==> src/rtl/xfer_flag_pkg.sv <==
package xfer_flag_pkg;

    localparam int STAT_W       = 8;
    localparam int SB_TX_FULL   = 0;
    localparam int SB_TX_OVER   = 1;
    localparam int SB_TX_UNDER  = 2;
    localparam int SB_RX_FULL   = 3;
    localparam int SB_RX_OVER   = 4;
    localparam int SB_HOLD      = 5;

    typedef struct packed {
        logic full;
        logic over;
        logic under;
    } tx_flags_t;

    typedef struct packed {
        logic full;
        logic over;
    } rx_flags_t;

    function automatic logic [STAT_W-1:0] pack_status(
        input tx_flags_t t,
        input rx_flags_t r,
        input logic      hold
    );
        logic [STAT_W-1:0] w;
        w              = '0;
        w[SB_TX_FULL]  = t.full;
        w[SB_TX_OVER]  = t.over;
        w[SB_TX_UNDER] = t.under;
        w[SB_RX_FULL]  = r.full;
        w[SB_RX_OVER]  = r.over;
        w[SB_HOLD]     = hold;
        return w;
    endfunction

endpackage

==> src/rtl/xfer_tx_track.sv <==
module xfer_tx_track
    import xfer_flag_pkg::*;
#(
    parameter int DATA_W = 64
) (
    input  logic              clk,
    input  logic              rst,
    input  logic              wr,
    input  logic [DATA_W-1:0] wdata,
    input  logic              req,
    input  logic              clr,
    output tx_flags_t         flags,
    output logic [DATA_W-1:0] word
);

    tx_flags_t         cur_q, nxt;
    logic [DATA_W-1:0] word_q;
    logic              load;
    logic              over_set;

    // A write lands when the slot is empty or is being drained this cycle.
    assign load     = wr && (!cur_q.full || req);
    assign over_set = wr && cur_q.full && !req;

    always_comb begin
        nxt = cur_q;
        if (wr) begin
            nxt.full  = 1'b1;
            nxt.under = 1'b0;
        end else if (req) begin
            if (cur_q.full) begin
                nxt.full = 1'b0;
            end else begin
                nxt.under = 1'b1;
            end
        end
        if (over_set) begin
            nxt.over = 1'b1;
        end else if (clr) begin
            nxt.over = 1'b0;
        end
    end

    always_ff @(posedge clk) begin
        if (rst) begin
            cur_q  <= '0;
            word_q <= '0;
        end else begin
            cur_q <= nxt;
            if (load) begin
                word_q <= wdata;
            end
        end
    end

    assign flags = cur_q;
    assign word  = word_q;

endmodule

==> src/rtl/xfer_rx_track.sv <==
module xfer_rx_track
    import xfer_flag_pkg::*;
#(
    parameter int DATA_W = 64
) (
    input  logic              clk,
    input  logic              rst,
    input  logic              valid,
    input  logic [DATA_W-1:0] rdata,
    input  logic              rd,
    input  logic              clr,
    output rx_flags_t         flags,
    output logic [DATA_W-1:0] word
);

    rx_flags_t         cur_q, nxt;
    logic [DATA_W-1:0] word_q;
    logic              accept;
    logic              over_set;

    // An arrival is stored when the slot is empty or the host drains it now.
    assign accept   = valid && (!cur_q.full || rd);
    assign over_set = valid && cur_q.full && !rd;

    always_comb begin
        nxt = cur_q;
        if (accept) begin
            nxt.full = 1'b1;
        end else if (rd) begin
            nxt.full = 1'b0;
        end
        if (over_set) begin
            nxt.over = 1'b1;
        end else if (clr) begin
            nxt.over = 1'b0;
        end
    end

    always_ff @(posedge clk) begin
        if (rst) begin
            cur_q  <= '0;
            word_q <= '0;
        end else begin
            cur_q <= nxt;
            if (accept) begin
                word_q <= rdata;
            end
        end
    end

    assign flags = cur_q;
    assign word  = word_q;

endmodule

==> src/rtl/xfer_stall_ctl.sv <==
module xfer_stall_ctl (
    input  logic clk,
    input  logic rst,
    input  logic want,
    input  logic slot_full,
    input  logic rd,
    output logic hold
);

    logic hold_q;
    logic enter;

    assign enter = want && slot_full && !rd;

    always_ff @(posedge clk) begin
        if (rst) begin
            hold_q <= 1'b0;
        end else if (rd) begin
            hold_q <= 1'b0;
        end else if (enter) begin
            hold_q <= 1'b1;
        end
    end

    assign hold = hold_q;

endmodule

==> src/rtl/spi_xfer_flags.sv <==
module spi_xfer_flags
    import xfer_flag_pkg::*;
#(
    parameter int DATA_W = 64
) (
    input  logic              clk,
    input  logic              rst,
    input  logic              host_tx_wr,
    input  logic [DATA_W-1:0] host_tx_data,
    input  logic              host_rx_rd,
    output logic [DATA_W-1:0] host_rx_data,
    input  logic              host_err_clr,
    input  logic              shf_tx_req,
    output logic [DATA_W-1:0] shf_tx_data,
    input  logic              shf_rx_valid,
    input  logic [DATA_W-1:0] shf_rx_data,
    input  logic              shf_rx_want,
    output logic              shf_hold,
    output logic [STAT_W-1:0] status
);

    tx_flags_t tx_f;
    rx_flags_t rx_f;
    logic      hold_w;

    xfer_tx_track #(.DATA_W(DATA_W)) u_tx (
        .clk   (clk),
        .rst   (rst),
        .wr    (host_tx_wr),
        .wdata (host_tx_data),
        .req   (shf_tx_req),
        .clr   (host_err_clr),
        .flags (tx_f),
        .word  (shf_tx_data)
    );

    xfer_rx_track #(.DATA_W(DATA_W)) u_rx (
        .clk   (clk),
        .rst   (rst),
        .valid (shf_rx_valid),
        .rdata (shf_rx_data),
        .rd    (host_rx_rd),
        .clr   (host_err_clr),
        .flags (rx_f),
        .word  (host_rx_data)
    );

    xfer_stall_ctl u_stall (
        .clk       (clk),
        .rst       (rst),
        .want      (shf_rx_want),
        .slot_full (rx_f.full),
        .rd        (host_rx_rd),
        .hold      (hold_w)
    );

    assign shf_hold = hold_w;
    assign status   = pack_status(tx_f, rx_f, hold_w);

endmodule

==> config.mk <==
export PLATFORM = sky130hd
export DESIGN_NAME = spi_xfer_flags
export DESIGN_NICKNAME = d
export VERILOG_FILES = /design/src/rtl/xfer_flag_pkg.sv /design/src/rtl/xfer_tx_track.sv /design/src/rtl/xfer_rx_track.sv /design/src/rtl/xfer_stall_ctl.sv /design/src/rtl/spi_xfer_flags.sv
export SDC_FILE = /design/constraint.sdc
export NUM_CORES = 1
export LEC_CHECK = 0
export BUFFER_PORTS_ARGS = -buffer_cell sky130_fd_sc_hd__clkbuf_2
export CORE_UTILIZATION = 25
export DETAILED_ROUTE_END_ITERATION = 10
export PLACE_DENSITY = 0.45
export SYNTH_ARGS = -nofsm -noshare
export SYNTH_HDL_FRONTEND = slang
export SYNTH_SLANG_ARGS = --single-unit
export TNS_END_PERCENT = 20
==> constraint.sdc <==
create_clock -name clk -period 1.1 [get_ports clk]
set_input_delay 0.33 -clock clk [delete_from_list [all_inputs] [get_ports clk]]
set_output_delay 0.33 -clock clk [all_outputs]
set_load 0.02 [all_outputs]
==> run_results.csv, run 1 <==
group,metric,value,unit
run_status,status,"complete, but fails checks",
run_status,failed_checks,"setup timing",
synth,synth_commonest_cells,"nand2b_1, dfxtp_1, mux2i_1, clkbuf_1, buf_12",
clock_tree,cts_hold_buf,0,
worst_setup_path,cp_cell_sequence,"buf_6 > buf_8",
synth,syn_area,6130,µm²
placement,dp_slack,-173,ps
placement,dp_cells,1150,
worst_setup_path,slowest_delay,340,ps
worst_setup_path,path_buf_inv,2,
clock_tree,clkTransAtPathRegs,70,ps
synth,yosysMostFrequentCell,"nand2b_1",
synth,async_flop_share,0,%
sta,period_needed,1310,ps
worst_setup_path,crit_family,"flip-flops",
synth,synth_edf_count,0,
cells_and_area,design_area,10200,µm²
worst_setup_path,cp.required,770,ps
clock_tree,numCtsBuffers,17,
clock_tree,root_buffer,"clkbuf_16",
synth,yosys_warnings,0,
sta,finalSetupViolations,262,
global_routing,grt_pass1_wl,24000,µm
worst_setup_path,r2r_end,"u_rx.word[19]",
synth,synth-main-ff-cell,"dfxtp_1",
worst_setup_path,worstSetupStartpointType,"register",
die,rows,56,
worst_setup_path,rrSetupSlack,-150,ps
pwr,ir_drop,0.000592,V
sta,fmax,764,MHz
drt,firstDrtPassIters,6,
flow_run,maxCapViolations,0,
cells_and_area,area_delta_synth_final,67.1,%
synth,synth.avg_cell_area,10.5,µm²
global_routing,grt.total_usage,12.4,%
die,initial_core_util,25.8,%
worst_setup_path,setup.worst_path.end_class,"primary output",
worst_setup_path,cpMaxStageDelayCell,"dfxtp_4",
cells_and_area,nets,1013,
placement,dp_hpwl,10700,µm
clock_tree,htreeDepth,4,
synth,netlist_instances,585,
synth,synth_area_leaders,"dfxtp_1, nand2b_1, mux2i_1",
die,die_y,159,µm
clock_tree,clkSinkCount,134,
synth,muxShareOfSynthArea,20.9,%
min_path,hold_depth,3,
drt,drt_iter0_drc,182,
cells_and_area,drive_above_1_share,54.9,%
global_routing,overflow,0,
global_routing,grt_max_degree,88,
synth,synth_xor_area_share,0,%
global_routing,grt_pass1_vias,4701,
synth,yosysSeqAreaShare,43.7,%
sta,hold_violations,0,
sta,fin_ws,-208,ps
sta,final_max_slew_viol_count,0,
drt,via_per_inst,3.96,
worst_setup_path,r2r_start,"u_rx.flags[1]",
clock_tree,cts_tree,"built",
sta,finalCritPeriodShare,119,%
synth,ys_types,15,
synth,synthAdderAreaFrac,0,%
die,dieWidth,159,µm
drt,vias,4788,
drt,drc,0,
synth,ys_ff_latch,134,
pwr,p_leak,4.57,nW
sta,skew,8.02,ps
worst_setup_path,worstRegToRegCells,5,
worst_setup_path,critical_path_class,"register to primary output",
drt,detail-route-antenna-nets,0,
clock_tree,clock_path_buffers,2,
pwr,power.total,0.0143,W
drt,drt_wl_total,16500,µm
pwr,p_per_area,1390,nW/µm²
drt,wl_per_cell,13.6,µm
placement,port_buffers,270,
min_path,hold_class,"input pin to register",
synth,synth_top_family_by_area,"simple AND/OR/NAND/NOR gates",
placement,gp_congestion,0.745,
cells_and_area,n_antenna_cell,0,
synth,synthSimpleGateAreaFrac,27.7,%
die,die_area,25200,µm²
synth,yosys.area.top_type,"dfxtp_1",
die,core,23800,µm²
worst_setup_path,startpoint,"u_tx.flags[2]",
clock_tree,clk_latency,410,ps
min_path,min_to,"u_rx.word[20]",
sta,rsz0062_at_grt,"true",
global_routing,antenna_found_initial,0,
synth,synth_top_area_share,43.7,%
min_path,hp-start,"shf_rx_data[20]",
cells_and_area,final_cells,1209,
worst_setup_path,worst-endpoint-arrival,980,ps
die,io_pins,273,
cells_and_area,utilization,43.1,%
worst_setup_path,crit_fanout,2,
placement,dpl_cell_area,7760,µm²
synth,synth_compound_area_share,0.326,%
## worst min-delay path: cells and delay by family
kind	cells	cell delay, ps
buffers and inverters	1	80
multiplexers	1	60
AND/OR/NAND/NOR	1	50
## cell usage in the layout (no fill, tap or decap)
| cell type | Yosys | final |
|---|---|---|
| buf_12 | 14 | 11 |
| clkinvlp_4 | 0 | 2 |
| inv_1 | 1 | 1 |
| clkbuf_16 | 0 | 23 |
| clkbuf_1 | 25 | 1 |
| buf_16 | 0 | 2 |
| nor2_1 | 6 | 6 |
| mux2i_2 | 0 | 1 |
| dfxtp_2 | 0 | 132 |
| buf_6 | 2 | 4 |
| nor3_1 | 2 | 2 |
| conb_1 | 1 | 2 |
| bufinv_16 | 0 | 3 |
| buf_8 | 0 | 135 |
| a21oi_1 | 4 | 4 |
| clkinv_2 | 0 | 3 |
| mux2i_1 | 128 | 127 |
| clkinv_4 | 0 | 1 |
| dfxtp_4 | 0 | 2 |
| nand2b_1 | 256 | 256 |
| clkbuf_2 | 0 | 134 |
| nor2b_4 | 4 | 4 |
| inv_6 | 0 | 5 |
| nor2b_1 | 2 | 2 |
| buf_4 | 5 | 27 |
## per-layer routing
| metal | share of wire [%] | wire length (µm) | vias to the layer above | global-route usage [%] |
|---|---|---|---|---|
| met5 | 0 | 0 | - | 0 |
| met4 | 1.2 | 202 | 0 | 4.26 |
| met3 | 9.6 | 1580 | 12 | 5.99 |
| met2 | 46 | 7590 | 171 | 20.3 |
| met1 | 43 | 7100 | 2155 | 13.9 |
| li1 | - | - | 2450 | - |
## report_power, final
| part | total, W | switching (W) | internal, W |
|---|---|---|---|
| clock | 0.00591 | 0.00231 | 0.00360 |
| sequential | 0.00552 | 0.000283 | 0.00524 |
| combinational | 0.00282 | 0.00114 | 0.00168 |
## layout make-up
class | instances | area [µm²]
Clock buffer | 18 | 429
Clock inverter | 14 | 173
Fill cell | 2236 | 13500
Inverter | 1 | 3.75
Multi-Input combinational cell | 404 | 3010
Sequential cell | 134 | 2860
Tap cell | 319 | 399
Timing Repair Buffer | 319 | 3370
## worst max path at each step
stage	depth (start not counted)	slack, ps	end
floorplan	5	-30	u_tx.word[0]
global placement	4	-160	u_rx.word[59]
detailed placement	5	-170	u_rx.word[58]
CTS	2	-250	status[0]
global route	2	-250	status[0]
finish	2	-210	status[0]
## per-stage QoR
step	TNS, ps	hold WS (ps)
6_report	-24090	143
5_1_grt	-37990	125
4_1_cts	-28980	121
3_5_place_dp	-15580	460
3_3_place_gp	-15180	458
2_1_floorplan	-1760	409
## cell families (layout without fill, tap and decap cells)
logic type | after synthesis | count (layout)
flip-flops | 134 | 134
multiplexers | 128 | 128
other | 1 | 2
AO/OA/AOI/OAI | 4 | 4
AND/OR/NAND/NOR | 270 | 270
buffers and inverters | 48 | 352
## state kept, by name, indices dropped and copies added, names as in the netlist
name and flops:
u_rx.flags 2, u_rx.word 64, u_stall.hold 1, u_tx.flags 3, u_tx.word 64
## what timing repair did
action                     4_1_cts  5_1_grt
cloned                           0        6
gates resized for setup        402      141
setup endpoints to repair      259      260
buffers inserted                 3       18
Power figures use the tool's default switching activity.
==> run 2, diff against run 1 <==
--- a/config.mk
+++ b/config.mk
@@ -7,8 +7,9 @@
 export LEC_CHECK = 0
 export BUFFER_PORTS_ARGS = -buffer_cell sky130_fd_sc_hd__clkbuf_2
 export CORE_UTILIZATION = 25
+export CTS_BUF_LIST = sky130_fd_sc_hd__clkbuf_16
 export DETAILED_ROUTE_END_ITERATION = 10
-export PLACE_DENSITY = 0.45
+export PLACE_DENSITY = 0.59
 export SYNTH_ARGS = -nofsm -noshare
 export SYNTH_HDL_FRONTEND = slang
 export SYNTH_SLANG_ARGS = --single-unit
==> run_results.csv, run 2 (synthesized netlist as in run 1, its figures left out) <==
group,metric,value,unit
run_status,status,"complete, but fails checks",
run_status,failed_checks,"setup timing",
pwr,clockPowerShare,38.9,%
die,core,23800,µm²
drt,drt_iter0_drc,141,
pwr,power.total,0.0136,W
worst_setup_path,setup.worst_path.end_class,"primary output",
cells_and_area,final_cell_mix,"nand2b_1, buf_8, clkbuf_2, dfxtp_2, mux2i_1",
die,dieWidth,159,µm
clock_tree,clock_path_buffers,2,
die,die_y,159,µm
drt,wl_per_cell,13.7,µm
placement,gp_congestion,0.723,
cells_and_area,area_delta_synth_final,64.2,%
clock_tree,root_buffer,"clkbuf_16",
drt,firstDrtPassIters,6,
flow_run,maxCapViolations,0,
cells_and_area,nFillCells,2226,
worst_setup_path,critical_path_depth,2,
clock_tree,cts_hold_buf,0,
global_routing,grt_pass1_vias,4772,
worst_setup_path,cp.required,770,ps
pwr,sw_frac_of_total,28.0,%
die,rows,56,
cells_and_area,drive_above_1_share,54.4,%
min_path,hold_class,"input pin to register",
worst_setup_path,cpMaxStageDelayCell,"dfxtp_4",
clock_tree,cts_tree,"built",
global_routing,grt_max_degree,98,
drt,detail-route-antenna-nets,0,
drt,vias,4807,
die,initial_core_util,25.8,%
cells_and_area,nets,1006,
worst_setup_path,worstSetupStartpointType,"register",
worst_setup_path,crit_fanout,2,
worst_setup_path,crit_family,"flip-flops",
pwr,seqPwrFrac,40.8,%
sta,finalCritPeriodShare,119,%
cells_and_area,seqCellArea,2860,µm²
worst_setup_path,critical_path_class,"register to primary output",
worst_setup_path,worst-endpoint-arrival,980,ps
pwr,p_leak,4.47,nW
worst_setup_path,r2r_start,"u_rx.flags[1]",
sta,fin_hold_ws,145,ps
die,die_area,25200,µm²
pwr,power.switching,0.00381,W
sta,final_max_slew_viol_count,0,
global_routing,overflow,0,
sta,hold_violations,0,
placement,port_buffers,270,
drt,drt_wl_total,16500,µm
drt,drc,0,
min_path,hold_depth,3,
worst_setup_path,startpoint,"u_tx.flags[2]",
pwr,power_frac_comb,20.4,%
pwr,ir_drop,0.000637,V
clock_tree,clkTransAtPathRegs,70,ps
die,io_pins,273,
sta,period_needed,1310,ps
clock_tree,clk_latency,410,ps
pwr,p_int,0.00977,W
worst_setup_path,worstRegToRegCells,5,
cells_and_area,multi_input_area,3010,µm²
global_routing,grt_pass1_wl,24100,µm
clock_tree,htreeDepth,4,
sta,fin_ws,-210,ps
sta,finalSetupViolations,262,
clock_tree,numCtsBuffers,17,
sta,rsz0062_at_grt,"true",
worst_setup_path,path_buf_inv,2,
cells_and_area,n_antenna_cell,0,
min_path,hp-start,"shf_rx_data[0]",
sta,fmax,763,MHz
placement,dp_hpwl,10600,µm
sta,skew,8.20,ps
drt,via_per_inst,4.00,
clock_tree,clkSinkCount,134,
global_routing,grt.total_usage,12.4,%
global_routing,antenna_found_initial,0,
cells_and_area,final_common_cell,"nand2b_1",
worst_setup_path,cp_cell_sequence,"buf_6 > buf_8",
worst_setup_path,slowest_delay,340,ps
pwr,p_per_area,1350,nW/µm²
## run 2: cell count changes in the layout (fill, tap and decap cells not counted)
cell        previous run  this run
buf_4                 27        23
bufinv_16              3         0
clkinvlp_4             2         5
buf_12                11         9
clkbuf_16             23        21
clkinv_1               0         2
clkinv_2               3         1
buf_8                135       136
clkbuf_1               1         0
clkinv_4               1         2
inv_1                  1         2
inv_6                  5         4
## run 2: final timing paths
kind	to	slack [ps]
hold reg to reg	u_tx.word[3]	480
hold / removal	u_rx.word[0]	150
setup / recovery	status[0]	-210
setup reg to reg	u_rx.word[2]	-150
## run 2: tightest hold or removal path, cell delays in order
cell and delay [ps]:
clkbuf_2 80, nand2b_1 50, mux2i_1 60
## run 2: layout make-up
| cell class | count | share of cell area [%] |
|---|---|---|
| repair buffers | 312 | 32.4 |
| multi-input cells | 404 | 29.9 |
| flip-flops and latches | 134 | 28.4 |
| clock buffers | 17 | 4.22 |
| well taps | 319 | 3.96 |
| clock inverters | 15 | 1.06 |
| inverters | 1 | 0.0373 |
## run 2: power by group through the flow
| stage | clock [W] | combinational (W) | sequential [W] |
|---|---|---|---|
| 6_report | 0.00527 | 0.00277 | 0.00553 |
| 5_1_grt | 0.00573 | 0.00296 | 0.00557 |
| 4_1_cts | 0.00548 | 0.00254 | 0.00545 |
| 3_5_place_dp | 0 | 0.00206 | 0.00544 |
| 3_3_place_gp | 0 | 0.00205 | 0.00544 |
| 2_1_floorplan | 0 | 0.000970 | 0.00582 |
## run 2: timing repair
action                                  in CTS  in global routing
cloned                                       0                  5
setup buffers                                2                  9
gates resized for setup                    400                142
endpoints found under the setup margin     262                263
## run 2: layer usage
layer | share of wire (%) | track usage [%] | vias to the layer above
met5 | 0 | 0 | -
met4 | 1.3 | 4.12 | 0
met3 | 7.7 | 4.84 | 10
met2 | 51 | 21.8 | 154
met1 | 40 | 13.5 | 2198
li1 | - | - | 2445
## run 2: stage by stage
step | setup TNS, ps | instance area, µm² | worst slack [ps] | utilization, % | cells
3_3_place_gp | -16290 | 7770 | -152 | 32.7 | 1154
2_1_floorplan | -1760 | 6140 | -29.3 | - | 586
3_5_place_dp | -18860 | 7770 | -197 | 32.7 | 1154
6_report | -23860 | 10100 | -210 | 42.4 | 1202
4_1_cts | -32310 | 9680 | -258 | 40.7 | 1188
5_1_grt | -36530 | 10100 | -245 | 42.4 | 1202
